--- src/rtl/tag_xbar_pkg.sv ---
package tag_xbar_pkg;

  typedef enum logic {
    ARB_FIXED  = 1'b0,
    ARB_ROTATE = 1'b1
  } arb_mode_e;

  function automatic int ext_width(input int n);
    return (n > 1) ? $clog2(n) : 0;
  endfunction

endpackage

--- src/rtl/tag_xbar_arb.sv ---
module tag_xbar_arb
  import tag_xbar_pkg::*;
#(
  parameter int        NUM_PORTS = 4,
  parameter int        IDX_W     = 2,
  parameter arb_mode_e MODE      = ARB_ROTATE
) (
  input  logic                 clk,
  input  logic                 rst_n,
  input  logic [NUM_PORTS-1:0] req,
  input  logic                 take,
  output logic [NUM_PORTS-1:0] gnt,
  output logic [IDX_W-1:0]     gnt_idx,
  output logic                 gnt_any
);

  logic [IDX_W-1:0] cursor;
  logic [IDX_W-1:0] win_idx;
  logic             win_any;

  // search from the cursor, wrapping modulo the port count
  always_comb begin
    win_any = 1'b0;
    win_idx = '0;
    for (int i = 0; i < NUM_PORTS; i++) begin
      if (!win_any && req[(int'(cursor) + i) % NUM_PORTS]) begin
        win_any = 1'b1;
        win_idx = IDX_W'((int'(cursor) + i) % NUM_PORTS);
      end
    end
  end

  always_comb begin
    for (int p = 0; p < NUM_PORTS; p++) begin
      gnt[p] = win_any && (win_idx == IDX_W'(p));
    end
  end

  assign gnt_idx = win_idx;
  assign gnt_any = win_any;

  generate
    if (MODE == ARB_ROTATE) begin : g_rotate
      logic [IDX_W-1:0] cur_q;
      logic [IDX_W-1:0] cur_d;

      always_comb begin
        cur_d = cur_q;
        if (take && win_any) begin
          if (int'(win_idx) == NUM_PORTS - 1) begin
            cur_d = '0;
          end else begin
            cur_d = win_idx + 1'b1;
          end
        end
      end

      always_ff @(posedge clk or negedge rst_n) begin
        if (!rst_n) begin
          cur_q <= '0;
        end else begin
          cur_q <= cur_d;
        end
      end

      assign cursor = cur_q;
    end else begin : g_fixed
      assign cursor = '0;
    end
  endgenerate

endmodule

--- src/rtl/tag_xbar_pipe.sv ---
module tag_xbar_pipe #(
  parameter int WIDTH = 8,
  parameter int DEPTH = 2
) (
  input  logic             clk,
  input  logic             rst_n,
  input  logic             in_valid,
  output logic             in_ready,
  input  logic [WIDTH-1:0] in_payload,
  output logic             out_valid,
  input  logic             out_ready,
  output logic [WIDTH-1:0] out_payload
);

  logic [DEPTH-1:0] vld_q;
  logic [DEPTH-1:0] vld_d;
  logic [DEPTH-1:0] load;
  logic [DEPTH:0]   rdy_chain;
  logic [WIDTH-1:0] dat_q   [DEPTH];
  logic [WIDTH-1:0] src_dat [DEPTH];
  logic [DEPTH-1:0] src_vld;

  // a stage may take new contents when empty or when its own contents move on
  always_comb begin
    rdy_chain[DEPTH] = out_ready;
    for (int i = DEPTH - 1; i >= 0; i--) begin
      rdy_chain[i] = !vld_q[i] || rdy_chain[i+1];
    end
  end

  always_comb begin
    for (int i = 0; i < DEPTH; i++) begin
      if (i == 0) begin
        src_vld[i] = in_valid;
        src_dat[i] = in_payload;
      end else begin
        src_vld[i] = vld_q[i-1];
        src_dat[i] = dat_q[i-1];
      end
      load[i]  = rdy_chain[i] && src_vld[i];
      vld_d[i] = rdy_chain[i] ? src_vld[i] : vld_q[i];
    end
  end

  always_ff @(posedge clk or negedge rst_n) begin
    if (!rst_n) begin
      vld_q <= '0;
    end else begin
      vld_q <= vld_d;
    end
  end

  always_ff @(posedge clk) begin
    for (int i = 0; i < DEPTH; i++) begin
      if (load[i]) begin
        dat_q[i] <= src_dat[i];
      end
    end
  end

  assign in_ready    = rdy_chain[0];
  assign out_valid   = vld_q[DEPTH-1];
  assign out_payload = dat_q[DEPTH-1];

endmodule

--- src/rtl/tag_xbar_rsp.sv ---
module tag_xbar_rsp #(
  parameter int NUM_PORTS = 4,
  parameter int TAG_W     = 8,
  parameter int EXT_W     = 2,
  parameter int DATA_W    = 16
) (
  input  logic                   clk,
  input  logic                   rst_n,
  input  logic                   ret_valid_i,
  output logic                   ret_ready_o,
  input  logic [TAG_W+EXT_W-1:0] ret_tag_i,
  input  logic [DATA_W-1:0]      ret_data_i,
  output logic [NUM_PORTS-1:0]   back_valid_o,
  input  logic [NUM_PORTS-1:0]   back_ready_i,
  output logic [TAG_W-1:0]       back_tag_o,
  output logic [DATA_W-1:0]      back_data_o
);

  logic              hold_q;
  logic              hold_d;
  logic [EXT_W-1:0]  idx_q;
  logic [TAG_W-1:0]  tag_q;
  logic [DATA_W-1:0] dat_q;
  logic              dst_ready;
  logic              leave;
  logic              accept;

  // an index with no port behind it reads as ready, so it is dropped
  always_comb begin
    dst_ready = 1'b1;
    for (int p = 0; p < NUM_PORTS; p++) begin
      if (idx_q == EXT_W'(p)) begin
        dst_ready = back_ready_i[p];
      end
    end
  end

  assign leave       = hold_q && dst_ready;
  assign ret_ready_o = !hold_q || leave;
  assign accept      = ret_valid_i && ret_ready_o;

  always_comb begin
    hold_d = hold_q;
    if (accept) begin
      hold_d = 1'b1;
    end else if (leave) begin
      hold_d = 1'b0;
    end
  end

  always_ff @(posedge clk or negedge rst_n) begin
    if (!rst_n) begin
      hold_q <= 1'b0;
    end else begin
      hold_q <= hold_d;
    end
  end

  always_ff @(posedge clk) begin
    if (accept) begin
      idx_q <= ret_tag_i[EXT_W-1:0];
      tag_q <= ret_tag_i[TAG_W+EXT_W-1:EXT_W];
      dat_q <= ret_data_i;
    end
  end

  always_comb begin
    for (int p = 0; p < NUM_PORTS; p++) begin
      back_valid_o[p] = hold_q && (idx_q == EXT_W'(p));
    end
  end

  assign back_tag_o  = tag_q;
  assign back_data_o = dat_q;

endmodule

--- src/rtl/tag_xbar.sv ---
module tag_xbar
  import tag_xbar_pkg::*;
#(
  parameter int        NUM_PORTS = 4,
  parameter int        TAG_W     = 8,
  parameter int        DATA_W    = 16,
  parameter int        REQ_LAT   = 2,
  parameter arb_mode_e ARB_MODE  = ARB_ROTATE
) (
  input  logic                                          clk,
  input  logic                                          rst_n,
  input  logic [NUM_PORTS-1:0]                          req_valid_i,
  output logic [NUM_PORTS-1:0]                          req_ready_o,
  input  logic [NUM_PORTS*TAG_W-1:0]                    req_tag_i,
  input  logic [NUM_PORTS*DATA_W-1:0]                   req_data_i,
  output logic                                          fwd_valid_o,
  input  logic                                          fwd_ready_i,
  output logic [TAG_W+tag_xbar_pkg::ext_width(NUM_PORTS)-1:0] fwd_tag_o,
  output logic [DATA_W-1:0]                             fwd_data_o,
  input  logic                                          ret_valid_i,
  output logic                                          ret_ready_o,
  input  logic [TAG_W+tag_xbar_pkg::ext_width(NUM_PORTS)-1:0] ret_tag_i,
  input  logic [DATA_W-1:0]                             ret_data_i,
  output logic [NUM_PORTS-1:0]                          back_valid_o,
  input  logic [NUM_PORTS-1:0]                          back_ready_i,
  output logic [TAG_W-1:0]                              back_tag_o,
  output logic [DATA_W-1:0]                             back_data_o
);

  localparam int EXT_W  = ext_width(NUM_PORTS);
  localparam int OTAG_W = TAG_W + EXT_W;
  localparam int IDX_W  = (EXT_W > 0) ? EXT_W : 1;
  localparam int PAY_W  = OTAG_W + DATA_W;

  generate
    if (NUM_PORTS == 1) begin : g_wire
      assign fwd_valid_o  = req_valid_i[0];
      assign req_ready_o  = fwd_ready_i;
      assign fwd_tag_o    = req_tag_i;
      assign fwd_data_o   = req_data_i;
      assign back_valid_o = ret_valid_i;
      assign ret_ready_o  = back_ready_i[0];
      assign back_tag_o   = ret_tag_i;
      assign back_data_o  = ret_data_i;
    end else begin : g_mux
      logic [NUM_PORTS-1:0] gnt;
      logic [IDX_W-1:0]     gnt_idx;
      logic                 gnt_any;
      logic                 take;
      logic [TAG_W-1:0]     sel_tag;
      logic [DATA_W-1:0]    sel_data;
      logic [PAY_W-1:0]     pay_in;
      logic [PAY_W-1:0]     pay_out;

      tag_xbar_arb #(
        .NUM_PORTS (NUM_PORTS),
        .IDX_W     (IDX_W),
        .MODE      (ARB_MODE)
      ) u_arb (
        .clk     (clk),
        .rst_n   (rst_n),
        .req     (req_valid_i),
        .take    (take),
        .gnt     (gnt),
        .gnt_idx (gnt_idx),
        .gnt_any (gnt_any)
      );

      assign req_ready_o = gnt & {NUM_PORTS{take}};

      always_comb begin
        sel_tag  = req_tag_i[gnt_idx*TAG_W +: TAG_W];
        sel_data = req_data_i[gnt_idx*DATA_W +: DATA_W];
        pay_in   = {sel_tag, gnt_idx[EXT_W-1:0], sel_data};
      end

      tag_xbar_pipe #(
        .WIDTH (PAY_W),
        .DEPTH (REQ_LAT)
      ) u_pipe (
        .clk         (clk),
        .rst_n       (rst_n),
        .in_valid    (gnt_any),
        .in_ready    (take),
        .in_payload  (pay_in),
        .out_valid   (fwd_valid_o),
        .out_ready   (fwd_ready_i),
        .out_payload (pay_out)
      );

      assign fwd_tag_o  = pay_out[PAY_W-1:DATA_W];
      assign fwd_data_o = pay_out[DATA_W-1:0];

      tag_xbar_rsp #(
        .NUM_PORTS (NUM_PORTS),
        .TAG_W     (TAG_W),
        .EXT_W     (EXT_W),
        .DATA_W    (DATA_W)
      ) u_rsp (
        .clk          (clk),
        .rst_n        (rst_n),
        .ret_valid_i  (ret_valid_i),
        .ret_ready_o  (ret_ready_o),
        .ret_tag_i    (ret_tag_i),
        .ret_data_i   (ret_data_i),
        .back_valid_o (back_valid_o),
        .back_ready_i (back_ready_i),
        .back_tag_o   (back_tag_o),
        .back_data_o  (back_data_o)
      );
    end
  endgenerate

endmodule

--- config.mk ---
export PLATFORM = sky130hd
export DESIGN_NAME = tag_xbar
export DESIGN_NICKNAME = d
export VERILOG_FILES = /design/src/rtl/tag_xbar_pkg.sv /design/src/rtl/tag_xbar_arb.sv /design/src/rtl/tag_xbar_pipe.sv /design/src/rtl/tag_xbar_rsp.sv /design/src/rtl/tag_xbar.sv
export SDC_FILE = /design/constraint.sdc
export NUM_CORES = 1
export LEC_CHECK = 0
export BUFFER_PORTS_ARGS = -buffer_cell sky130_fd_sc_hd__clkbuf_2
export CAP_MARGIN = 15
export CORE_MARGIN = 2
export CORE_UTILIZATION = 49
export CTS_CLUSTER_SIZE = 30
export DETAILED_ROUTE_END_ITERATION = 8
export PLACE_DENSITY = 0.85
export SYNTH_ARGS = -nofsm -noshare
export SYNTH_HDL_FRONTEND = slang
export SYNTH_SLANG_ARGS = --single-unit
--- constraint.sdc ---
create_clock -name clk -period 3.4 [get_ports clk]
set_input_delay 0.17 -clock clk [delete_from_list [all_inputs] [get_ports clk]]
set_output_delay 0.17 -clock clk [all_outputs]
set_load 0.05 [all_outputs]
==> run metrics, run 1 <==
outcome completed; htree depth 3; initial antenna violation count 0; clock network fraction of design power 24.0%; most frequent cells after synthesis edfxtp_1 (78), mux2i_1 (73), buf_4 (26); post-synthesis adder-cell area fraction 0.329%; pwr/cell area 629 mW/mm^2; PortBufs 193; io pins 194; fmax 407 MHz; Nets 565; Worst-path clk slew 0.09 ns; largest family of logic cells by synthesized area multiplexers; unrepaired setup endpoints after global routing false; multi-input logic area 987 sq um; max-slew violations 0; Worst-Skew Late Latency 0.34 ns; switch share 33.1%; max_cap viols 0; first-pass GRT wire length 12,800 um; Vias/cell 4.83; worst rel slew slack 57.9%; Post-synth EDFFs 78; vias in the first global route 2,660; path type of the worst setup path reg -> out; ANT cells 0; Reg power frac 43.6%; Die Width 92.2 um; Yosys cell types 30; gr ovfl total 0; setup TNS 0 ns; Synth Instances 232; post-synthesis xor/xnor area fraction 0%; Synth area leaders edfxtp_1 (61%), mux2i_1 (19%), buf_4 (5.1%), dfrtp_1 (3.3%), buf_12 (3.2%); DRT Pass-1 Iters 4; Combinational Power Share 32.4%; leakage 2.44 nW; die area 0.00849 sq mm; peak supply drop 0.650 mV; Crit Path Max Fanout 41; DRT iter0 DRCs 81; min cycle time layout 2.46 ns; Critical Path RT 3.23 ns; Clock Path Buffers 2; residual DRC count 0; main flop type after synthesis edfxtp_1; DPL Wire Length 5960 um; Internal 0.00213 W; CORE AREA 0.00765 sq mm; Worst setup SP type register; clock skew after layout 0.0120 ns; Compound-Gate Fraction of Synth Area 1.18%; GRT Total Usage 19.5%; post-route design area 0.00507 sq mm; synthesized area 0.00381 sq mm; top-count cell post-synth edfxtp_1; mux cell area share after synthesis 19.8%; CTS Buf Count 9; area share of the leading cell type in the synthesized netlist 61.5%; switching pwr 0.00105 W; GP Congestion 0.835; Crit path arrival time 2.29 ns; Slew @ Worst Pin 0.631 ns; share of cells above drive strength 1 50.3%; Post-synth ARST share 6.02%; area delta synth->final 33.0%; synth warn 0; Detailed Route WL 8290 um; Tcrit/Tclk final 72.3%; wire length per cell 15.4 um; clock root cell clkbuf_8; Avg Cell Area, Syn 16.4 sq um; height of the chip 92.2 um; CTS tree yes; Crit. End Element primary output; Synth Area in Simple Gates 4.57%; Post-CTS Setup Repair Bufs 0; sequential cell area fraction in the yosys report 64.8%; Final Hold Viols 0; Resized cells post-CTS 0; Site Rows 32; syn_nets 367; largest area contributor in the netlist edfxtp_1; placed inst area 0.00459 sq mm; CTS Sinks 83; initial core utilization 49.8%; Reg area 0.00247 sq mm; Antenna Nets Post-Route 0; largest net degree at the start of global routing 42; Fill cells 582; total number of vias 2,594; Setup violations, final 0; Hold Path Class in -> reg; Synth Register Bits 83
## registers in the layout, indices dropped and copies added, names as in the netlist
name                     flops
g_mux.u_pipe.dat_q          52
g_mux.u_rsp.back_data_o     16
g_mux.u_rsp.back_tag_o       8
g_mux.u_arb.cursor           2
g_mux.u_pipe.vld_q           2
g_mux.u_rsp.idx_q            2
g_mux.u_rsp.hold_q           1
## layout make-up
class                   instances  area share (%)
clock inverters                 6            1.75
repair buffers                221            24.7
multi-input cells             111            19.5
well taps                     102            2.52
flip-flops and latches         83            48.7
inverters                       4           0.296
clock buffers                  10            2.52
## worst max-delay path: stages (launching register included)
cell      delay (ns)
dfrtp_1         0.37
nor2b_1         0.24
nand3_1         0.11
nand4_1         0.10
buf_4           0.52
inv_2           0.05
ha_1            0.19
and2_1          0.13
clkbuf_2        0.23
## kinds of logic after synthesis
logic type	count (synthesis)
buf+inv	38
mux	74
fa+ha+maj	1
flops	83
compound gates	7
simple gates	29
## through the flow
stage	std cells	setup slack [ns]	hold WS (ns)	total power [W]	utilization [%]
finish	537	0.940	0.0259	0.00319	66.3
global route	537	0.758	0.00305	0.00333	66.3
CTS	535	0.897	0.00848	0.00320	65.8
detailed placement	497	1.14	-0.00784	0.00242	60.1
global placement	497	1.29	-0.00930	0.00239	60.1
floorplan	232	0.124	-0.126	0.00234	-
## layout by cell type, fill, tap and decap left out
cell type / instances
and3b_1: 1
nand4_1: 1
o21ai_0: 1
nor3b_1: 1
nand2b_1: 4
bufinv_16: 2
dfrtp_1: 5
a21oi_1: 1
inv_2: 2
nor2b_2: 1
buf_16: 1
inv_6: 1
buf_4: 4
clkbuf_2: 193
mux4_2: 1
clkbuf_1: 1
nor3_1: 1
nand3_1: 2
dlygate4sd3_1: 23
clkinv_1: 1
or2_1: 1
nor2_8: 1
ha_1: 1
clkbuf_8: 9
nand2_1: 4
and3_1: 2
a21oi_2: 1
nor2_1: 5
inv_1: 2
nand3b_1: 1
and2_1: 3
a32o_2: 1
o21ai_1: 3
clkinvlp_4: 1
clkinv_4: 1
nor2b_1: 1
edfxtp_1: 78
mux2i_1: 73
## final timing paths
kind | startpoint | end | slack, ns | cells past startpoint
worst max-delay path | g_mux.u_arb.cursor[0] | req_ready_o[3] | 0.94 | 8
worst min-delay path | ret_tag_i[7] | g_mux.u_rsp.back_tag_o[5] | 0.03 | 1
worst max register to register | g_mux.u_arb.cursor[0] | g_mux.u_pipe.dat_q[0][21] | 1.38 | 6
worst min register to register | g_mux.u_pipe.dat_q[0][17] | g_mux.u_pipe.dat_q[0][43] | 0.42 | 0
max in group asynchronous | rst_n | g_mux.u_pipe.vld_q[1] | 3.07 | 2
min in group asynchronous | rst_n | g_mux.u_arb.cursor[1] | 0.19 | 2
## repair_timing
action / in CTS / in global routing
hold buffers: 22 / 1
hold endpoints to repair: 26 / 1
endpoints found under the setup margin: 0 / 0
## power groups by stage
stage	clock network, W	registers (W)	logic [W]
finish	0.000766	0.00139	0.00103
floorplan	0	0.00147	0.000873
global route	0.000825	0.00141	0.00110
detailed placement	0	0.00141	0.00101
CTS	0.000779	0.00139	0.00103
global placement	0	0.00140	0.000983
## metal layers
layer,GRT usage [%],vias up,routed length (um)
li1,-,1243,-
met1,23.8,1233,3190
met2,34.7,102,4580
met3,3.37,16,381
met4,7.09,0,137
met5,0,-,0
Note: power is estimated with default switching activity, not from simulation.
==> inputs of run 2 (changes only) <==
- ABC_AREA: not set -> 1
- CORE_UTILIZATION: 49 -> 48
- PLACE_DENSITY: 0.85 -> 0.81
- clock period: 3.4 -> 2.5 ns (I/O delays scaled with it)
==> run metrics, run 2 <==
outcome completed (unchanged); DRT Pass-1 Iters 5 (was 4); Crit. End Element primary output (unchanged); htree depth 3 (unchanged); Final Hold Viols 0 (unchanged); worst rel slew slack 40.8% (was 57.9%); PortBufs 193 (unchanged); die area 0.00997 sq mm (was 0.00849 sq mm); setup TNS 0 ns (unchanged); Setup violations, final 0 (unchanged); peak supply drop 1.21 mV (was 0.650 mV); main flop type after synthesis edfxtp_1 (unchanged); io pins 194 (unchanged); CORE AREA 0.00881 sq mm (was 0.00765 sq mm); Critical Path RT 2.38 ns (was 3.23 ns); clock root cell clkbuf_8 (unchanged); path type of the worst setup path reg -> out (unchanged); Slew @ Worst Pin 0.887 ns (was 0.631 ns); Crit Path Max Fanout 17 (was 41); ANT cells 0 (unchanged); Largest register FFs 52 (unchanged); placed inst area 0.00525 sq mm (was 0.00459 sq mm); clock skew after layout 0.0139 ns (was 0.0120 ns); largest reg by FF count g_mux.u_pipe.dat_q (unchanged); Synth Instances 475 (was 232); DRT iter0 DRCs 321 (was 81); final hold slack 0.137 ns (was 0.0259 ns); GRT Total Usage 24.4% (was 19.5%); Nets 808 (was 565); CTS Sinks 83 (unchanged); Die Width 99.9 um (was 92.2 um); Critical path origin g_mux.u_arb.cursor[0] (unchanged); Avg Cell Area, Syn 9.29 sq um (was 16.4 sq um); synth warn 0 (unchanged); most frequent cells after synthesis nand2_1 (158), edfxtp_1 (78), inv_1 (66) (was edfxtp_1 (78), mux2i_1 (73), buf_4 (26)); CTS tree yes (unchanged); Post-synth EDFFs 78 (unchanged); max-slew violations 0 (unchanged); Antenna Nets Post-Route 0 (unchanged); syn_nets 610 (was 367); fmax 419 MHz; Worst-Skew Late Latency 0.35 ns (was 0.34 ns); first-pass GRT wire length 18,700 um (was 12,800 um); Synth Register Bits 83 (unchanged); initial antenna violation count 0 (unchanged); sequential cell area fraction in the yosys report 55.9% (was 64.8%); Clock Path Buffers 2 (unchanged); total number of vias 4,157 (was 2,594); Site Rows 34 (was 32); Yosys cell types 22 (was 30); Hold Path Class in -> async (was in -> reg); gr ovfl total 0 (unchanged); max_cap viols 0 (unchanged); Reg2Reg Depth 10 (was 6); CTS Buf Count 9 (unchanged); initial core utilization 50.1% (was 49.8%); commonest non-fill, non-tap cell in the layout clkbuf_2 (unchanged); wire length per cell 16.0 um (was 15.4 um); R2R setup slack 0.30 ns (was 1.38 ns); area delta synth->final 31.5% (was 33.0%); area share of the leading cell type in the synthesized netlist 53.1% (was 61.5%); vias in the first global route 3,825 (was 2,660); Detailed Route WL 12,600 um (was 8290 um); R2R Path End g_mux.u_pipe.dat_q[0][20] (was g_mux.u_pipe.dat_q[0][21]); largest net degree at the start of global routing 49 (was 42); synthesized area 0.00441 sq mm (was 0.00381 sq mm); RR Startpoint g_mux.u_arb.cursor[0] (unchanged); post-route design area 0.00580 sq mm (was 0.00507 sq mm); Post-synth ARST share 6.02% (unchanged); top-count cell post-synth nand2_1 (was edfxtp_1); leakage 3.03 nW (was 2.44 nW); height of the chip 99.9 um (was 92.2 um); Tcrit/Tclk final 95.5%; largest area contributor in the netlist edfxtp_1 (unchanged); DPL Wire Length 8560 um (was 5960 um); residual DRC count 0 (unchanged); pwr/cell area 1550 mW/mm^2 (was 629 mW/mm^2); share of cells above drive strength 1 37.0% (was 50.3%); Crit path arrival time 2.26 ns (was 2.29 ns); min cycle time layout 2.39 ns; Vias/cell 5.29 (was 4.83); Worst-path clk slew 0.09 ns (about the same); Synth area leaders edfxtp_1 (53%), nand2_1 (13%), nand4_1 (6.8%), buf_4 (6.3%), inv_1 (5.6%) (was edfxtp_1 (61%), mux2i_1 (19%), buf_4 (5.1%), dfrtp_1 (3.3%), buf_12 (3.2%)); most frequent cells in the layout clkbuf_2 (190), nand2_1 (158), edfxtp_1 (78) (was clkbuf_2 (193), edfxtp_1 (78), mux2i_1 (73)); GP Congestion 1.01 (was 0.835); Worst setup SP type register (unchanged)
## run 2: final cells by class
type / count / area (sq um)
Clock buffer: 9 / 124
Clock inverter: 7 / 75.1
Fill cell: 690 / 3010
Inverter: 71 / 272
Multi-Input combinational cell: 270 / 1310
Sequential cell: 83 / 2470
Tap cell: 108 / 135
Timing Repair Buffer: 238 / 1410
## run 2: cell families after synthesis
kind of cell,Yosys count,share of synthesized area [%]
fa+ha+maj,1,0.284
compound gates,4,0.624
buf+inv,122,14.8
flops,83,55.9
simple gates,265,28.3
## run 2: worst max-delay path by stage
| stage | end | slack, ns | cells past startpoint |
|---|---|---|---|
| 2_1_floorplan | req_ready_o[2] | -0.001 | 13 |
| 3_3_place_gp | req_ready_o[2] | 0.31 | 10 |
| 4_1_cts | req_ready_o[3] | 0.01 | 13 |
| 3_5_place_dp | req_ready_o[2] | 0.19 | 10 |
| 5_1_grt | req_ready_o[1] | -0.02 | 12 |
| 6_report | req_ready_o[1] | 0.11 | 12 |
## run 2: critical path, stage by stage, from the launching register on
cell and delay (ns):
dfrtp_2 0.45, clkbuf_2 0.16, nand2_1 0.10, nand2_1 0.09, nand2_1 0.08, nand2_1 0.05, nand2_1 0.08, nand2_1 0.07
nand2_2 0.10, nand3_4 0.10, buf_4 0.22, nor3_2 0.18, buf_4 0.23
## run 2: per-stage QoR
step	setup slack [ns]	power (W)	utilization, %	instances
floorplan	-0.00102	0.00683	-	475
global placement	0.311	0.00746	59.6	735
detailed placement	0.190	0.00765	59.6	735
CTS	0.0134	0.00870	65.1	779
global route	-0.0195	0.00959	65.8	786
finish	0.113	0.00897	65.8	786
## run 2: power by group
| group | internal (W) | switching (W) | total [W] | leakage [nW] |
|---|---|---|---|---|
| Combinational | 0.00162 | 0.00383 | 0.00545 | 2.10 |
| Clock | 0.000469 | 0.000510 | 0.000979 | 0.104 |
| Sequential | 0.00238 | 0.000164 | 0.00254 | 0.817 |
## run 2: what timing repair did
item,CTS,global route
hold endpoints to repair,32,0
setup endpoints to repair,4,4
pin swaps,0,1
setup buffers,0,7
resized for setup,5,7
hold buffers,28,0
## run 2: per-layer routing
| layer | global-route usage, % | vias to the layer above | wire length (um) |
|---|---|---|---|
| li1 | - | 1936 | - |
| met1 | 31.2 | 1945 | 4840 |
| met2 | 41.7 | 235 | 6540 |
| met3 | 4.94 | 41 | 833 |
| met4 | 8.43 | 0 | 401 |
| met5 | 0 | - | 0 |
==> inputs of run 3 (changes only) <==
- CORE_MARGIN: 2 -> not set
- CORE_UTILIZATION: 48 -> 43
- PLACE_DENSITY: 0.81 -> 0.77
- clock period: 2.5 -> 2.02 ns (I/O delays scaled with it)
==> run metrics, run 3 (synthesis gave the netlist of run 2 again) <==
pwr/cell area 2070 mW/mm^2 (was 1550 mW/mm^2); unrepaired setup endpoints after global routing true; overall power 0.0133 W (was 0.00897 W); largest reg by FF count g_mux.u_pipe.dat_q (unchanged); Worst setup SP type register (unchanged); gr ovfl total 0 (unchanged); initial antenna violation count 0 (unchanged); Fill cells 746 (was 690); Internal 0.00712 W (was 0.00446 W); worst rel slew slack 76.6% (was 40.8%); Combinational Power Share 66.4% (was 60.8%); Final Hold Viols 0 (unchanged); worst path cell trace clkinvlp_4 > buf_6 > nand2_2 > nand2_2 > nand2_2 > nand2_2 > nand2_4 > nand2_4 > nand2_4 > nand3_4 > inv_2 > ha_4 > inv_2 > nor2_4 > buf_12 (was clkbuf_2 > nand2_1 > nand2_1 > nand2_1 > nand2_1 > nand2_1 > nand2_1 > nand2_2 > nand3_4 > buf_4 > nor3_2 > buf_4); io pins 194 (unchanged); Antenna Nets Post-Route 0 (unchanged); Util after Layout 65.2% (was 65.8%); PortBufs 193 (unchanged); failing checks setup timing; switching pwr 0.00622 W (was 0.00451 W); GRT met1 Usage 28.2% (was 31.2%); Die Width 103 um (was 99.9 um); ANT cells 0 (unchanged); Reg area 0.00247 sq mm (unchanged); residual DRC count 0 (unchanged); peak supply drop 1.47 mV (was 1.21 mV); final worst slack -0.282 ns (was 0.113 ns); path type of the worst setup path reg -> out (unchanged); DPL Wire Length 8400 um (was 8560 um); wire length per cell 16.0 um (about the same); switch share 46.6% (was 50.2%); Critical Path RT 1.92 ns (was 2.38 ns); global routing's busiest layer met2 (unchanged); GRT Total Usage 23.8% (was 24.4%); Largest register FFs 52 (unchanged); CP most frequent cell nand2_2 (was nand2_1); initial core utilization 44.7% (was 50.1%); CP max-delay cell dfrtp_2 (unchanged); Slew @ Worst Pin 0.350 ns (was 0.887 ns); Vias/cell 4.96 (was 5.29); WP buf/inv 5 (was 3); DRT Pass-1 Iters 5 (unchanged); Crit. End Element primary output (unchanged); first-pass GRT wire length 18,800 um (was 18,700 um); outcome finished with violations (was completed); CTS Sinks 83 (unchanged); CP top delay family simple AND/OR/NAND/NOR gates (unchanged); Worst-path clk slew 0.09 ns (about the same); Nets 831 (was 808); commonest non-fill, non-tap cell in the layout clkbuf_2 (unchanged); Hold Path Class in -> reg (was in -> async); max_cap viols 0 (unchanged); clock network fraction of design power 10.1% (was 10.9%); largest net degree at the start of global routing 49 (unchanged); Site Rows 36 (was 34); CORE AREA 0.00986 sq mm (was 0.00881 sq mm); total number of vias 4,136 (was 4,157); height of the chip 103 um (was 99.9 um); share of cells above drive strength 1 42.1% (was 37.0%); Crit Path Max Fanout 6 (was 17); met3 usage 4.23% (was 4.94%); Setup violations, final 29 (was 0); area delta synth->final 45.7% (was 31.5%); setup TNS -4.11 ns (was 0 ns); clock skew after layout 0.0151 ns (was 0.0139 ns); max-slew violations 0 (unchanged); clock root cell clkbuf_8 (unchanged); vias in the first global route 3,876 (was 3,825); CTS tree yes (unchanged); GP Congestion 0.901 (was 1.01); Tcrit/Tclk final 114%; dpl ws -0.0504 ns (was 0.190 ns); most frequent cells in the layout clkbuf_2 (189), nand2_1 (144), edfxtp_1 (78) (was clkbuf_2 (190), nand2_1 (158), edfxtp_1 (78)); Detailed Route WL 13,400 um (was 12,600 um); CTS Buf Count 9 (unchanged); multi-input logic area 0.00145 sq mm (was 0.00131 sq mm); die area 0.0107 sq mm (was 0.00997 sq mm); DRT iter0 DRCs 227 (was 321); Crit path arrival time 2.20 ns (was 2.26 ns); Clock Path Buffers 2 (unchanged); worst stage delay on the critical path 0.48 ns (was 0.45 ns); min cycle time layout 2.30 ns; htree depth 3 (unchanged); met2 Track Usage GR 42.4% (was 41.7%); Worst-Skew Late Latency 0.35 ns (about the same); Reg power frac 23.5% (was 28.3%); fmax 434 MHz; leakage 3.28 nW (was 3.03 nW)
-- run 3: cell types whose count changed in the layout (fill, tap and decap cells not counted), sizes merged --
cell and delta:
buf +17, clkbuf +4, clkinv -2, clkinvlp +2, bufbuf +1, bufinv +1
-- run 3: stage by stage --
| step | instances | instance area, sq um | hold slack (ns) |
|---|---|---|---|
| after floorplan | 475 | 4440 | -0.195 |
| after global placement | 765 | 5430 | -0.0684 |
| after detailed placement | 765 | 5430 | -0.0659 |
| after CTS | 825 | 6180 | 0.0488 |
| after global routing | 834 | 6430 | 0.102 |
| final | 834 | 6430 | 0.0583 |
-- run 3: area by class of cell --
class | count | area share, %
clock inverters | 7 | 1.56
flip-flops and latches | 83 | 38.4
repair inverters | 1 | 0.117
multi-input cells | 270 | 22.6
inverters | 71 | 4.30
repair buffers | 260 | 28.5
clock buffers | 9 | 1.93
well taps | 133 | 2.59
-- run 3: metal layers --
metal,up-vias,wire (um)
li1,1990,-
met1,1910,5100
met2,202,6990
met3,34,843
met4,0,439
met5,-,0
-- run 3: path summary, 6_finish.rpt --
| path | start | end | slack (ns) | cells past startpoint |
|---|---|---|---|---|
| worst max register to register | g_mux.u_arb.cursor[0] | g_mux.u_pipe.dat_q[0][7] | -0.17 | 13 |
| max in group asynchronous | rst_n | g_mux.u_arb.cursor[0] | 1.73 | 2 |
| worst min register to register | g_mux.u_pipe.dat_q[0][25] | g_mux.u_pipe.dat_q[0][51] | 0.41 | 0 |
| worst min-delay path | fwd_ready_i | g_mux.u_pipe.vld_q[1] | 0.06 | 4 |
| worst max-delay path | g_mux.u_arb.cursor[0] | req_ready_o[3] | -0.28 | 15 |
| min in group asynchronous | rst_n | g_mux.u_pipe.vld_q[1] | 0.12 | 2 |
-- run 3: repair_timing --
action                                 in CTS  in global routing
hold buffers                               28                  0
setup endpoints to repair                  50                 54
buffers inserted                           15                  3
gates cloned                                2                  6
pin swaps                                  22                 12
resized for setup                          34                 21
endpoints found under the hold margin      32                  0
-- run 3: power by group through the flow --
stage,registers [W],logic (W),clock network [W]
3_3_place_gp,0.00315,0.00675,0
5_1_grt,0.00319,0.00954,0.00143
2_1_floorplan,0.00323,0.00534,0
4_1_cts,0.00313,0.00776,0.00138
6_report,0.00313,0.00886,0.00134
3_5_place_dp,0.00318,0.00686,0
-- run 3: worst reg2reg max path: stages, from the launching register on --
cell	delay (ns)
dfrtp_2	0.48
clkinvlp_4	0.17
nand2_1	0.10
nand2_1	0.06
nand2_2	0.09
nand2_4	0.08
nor2_4	0.13
nand3_4	0.11
nand3_4	0.14
buf_4	0.13
bufbuf_16	0.25
nand2_1	0.06
nand3_1	0.08
nand2_1	0.06
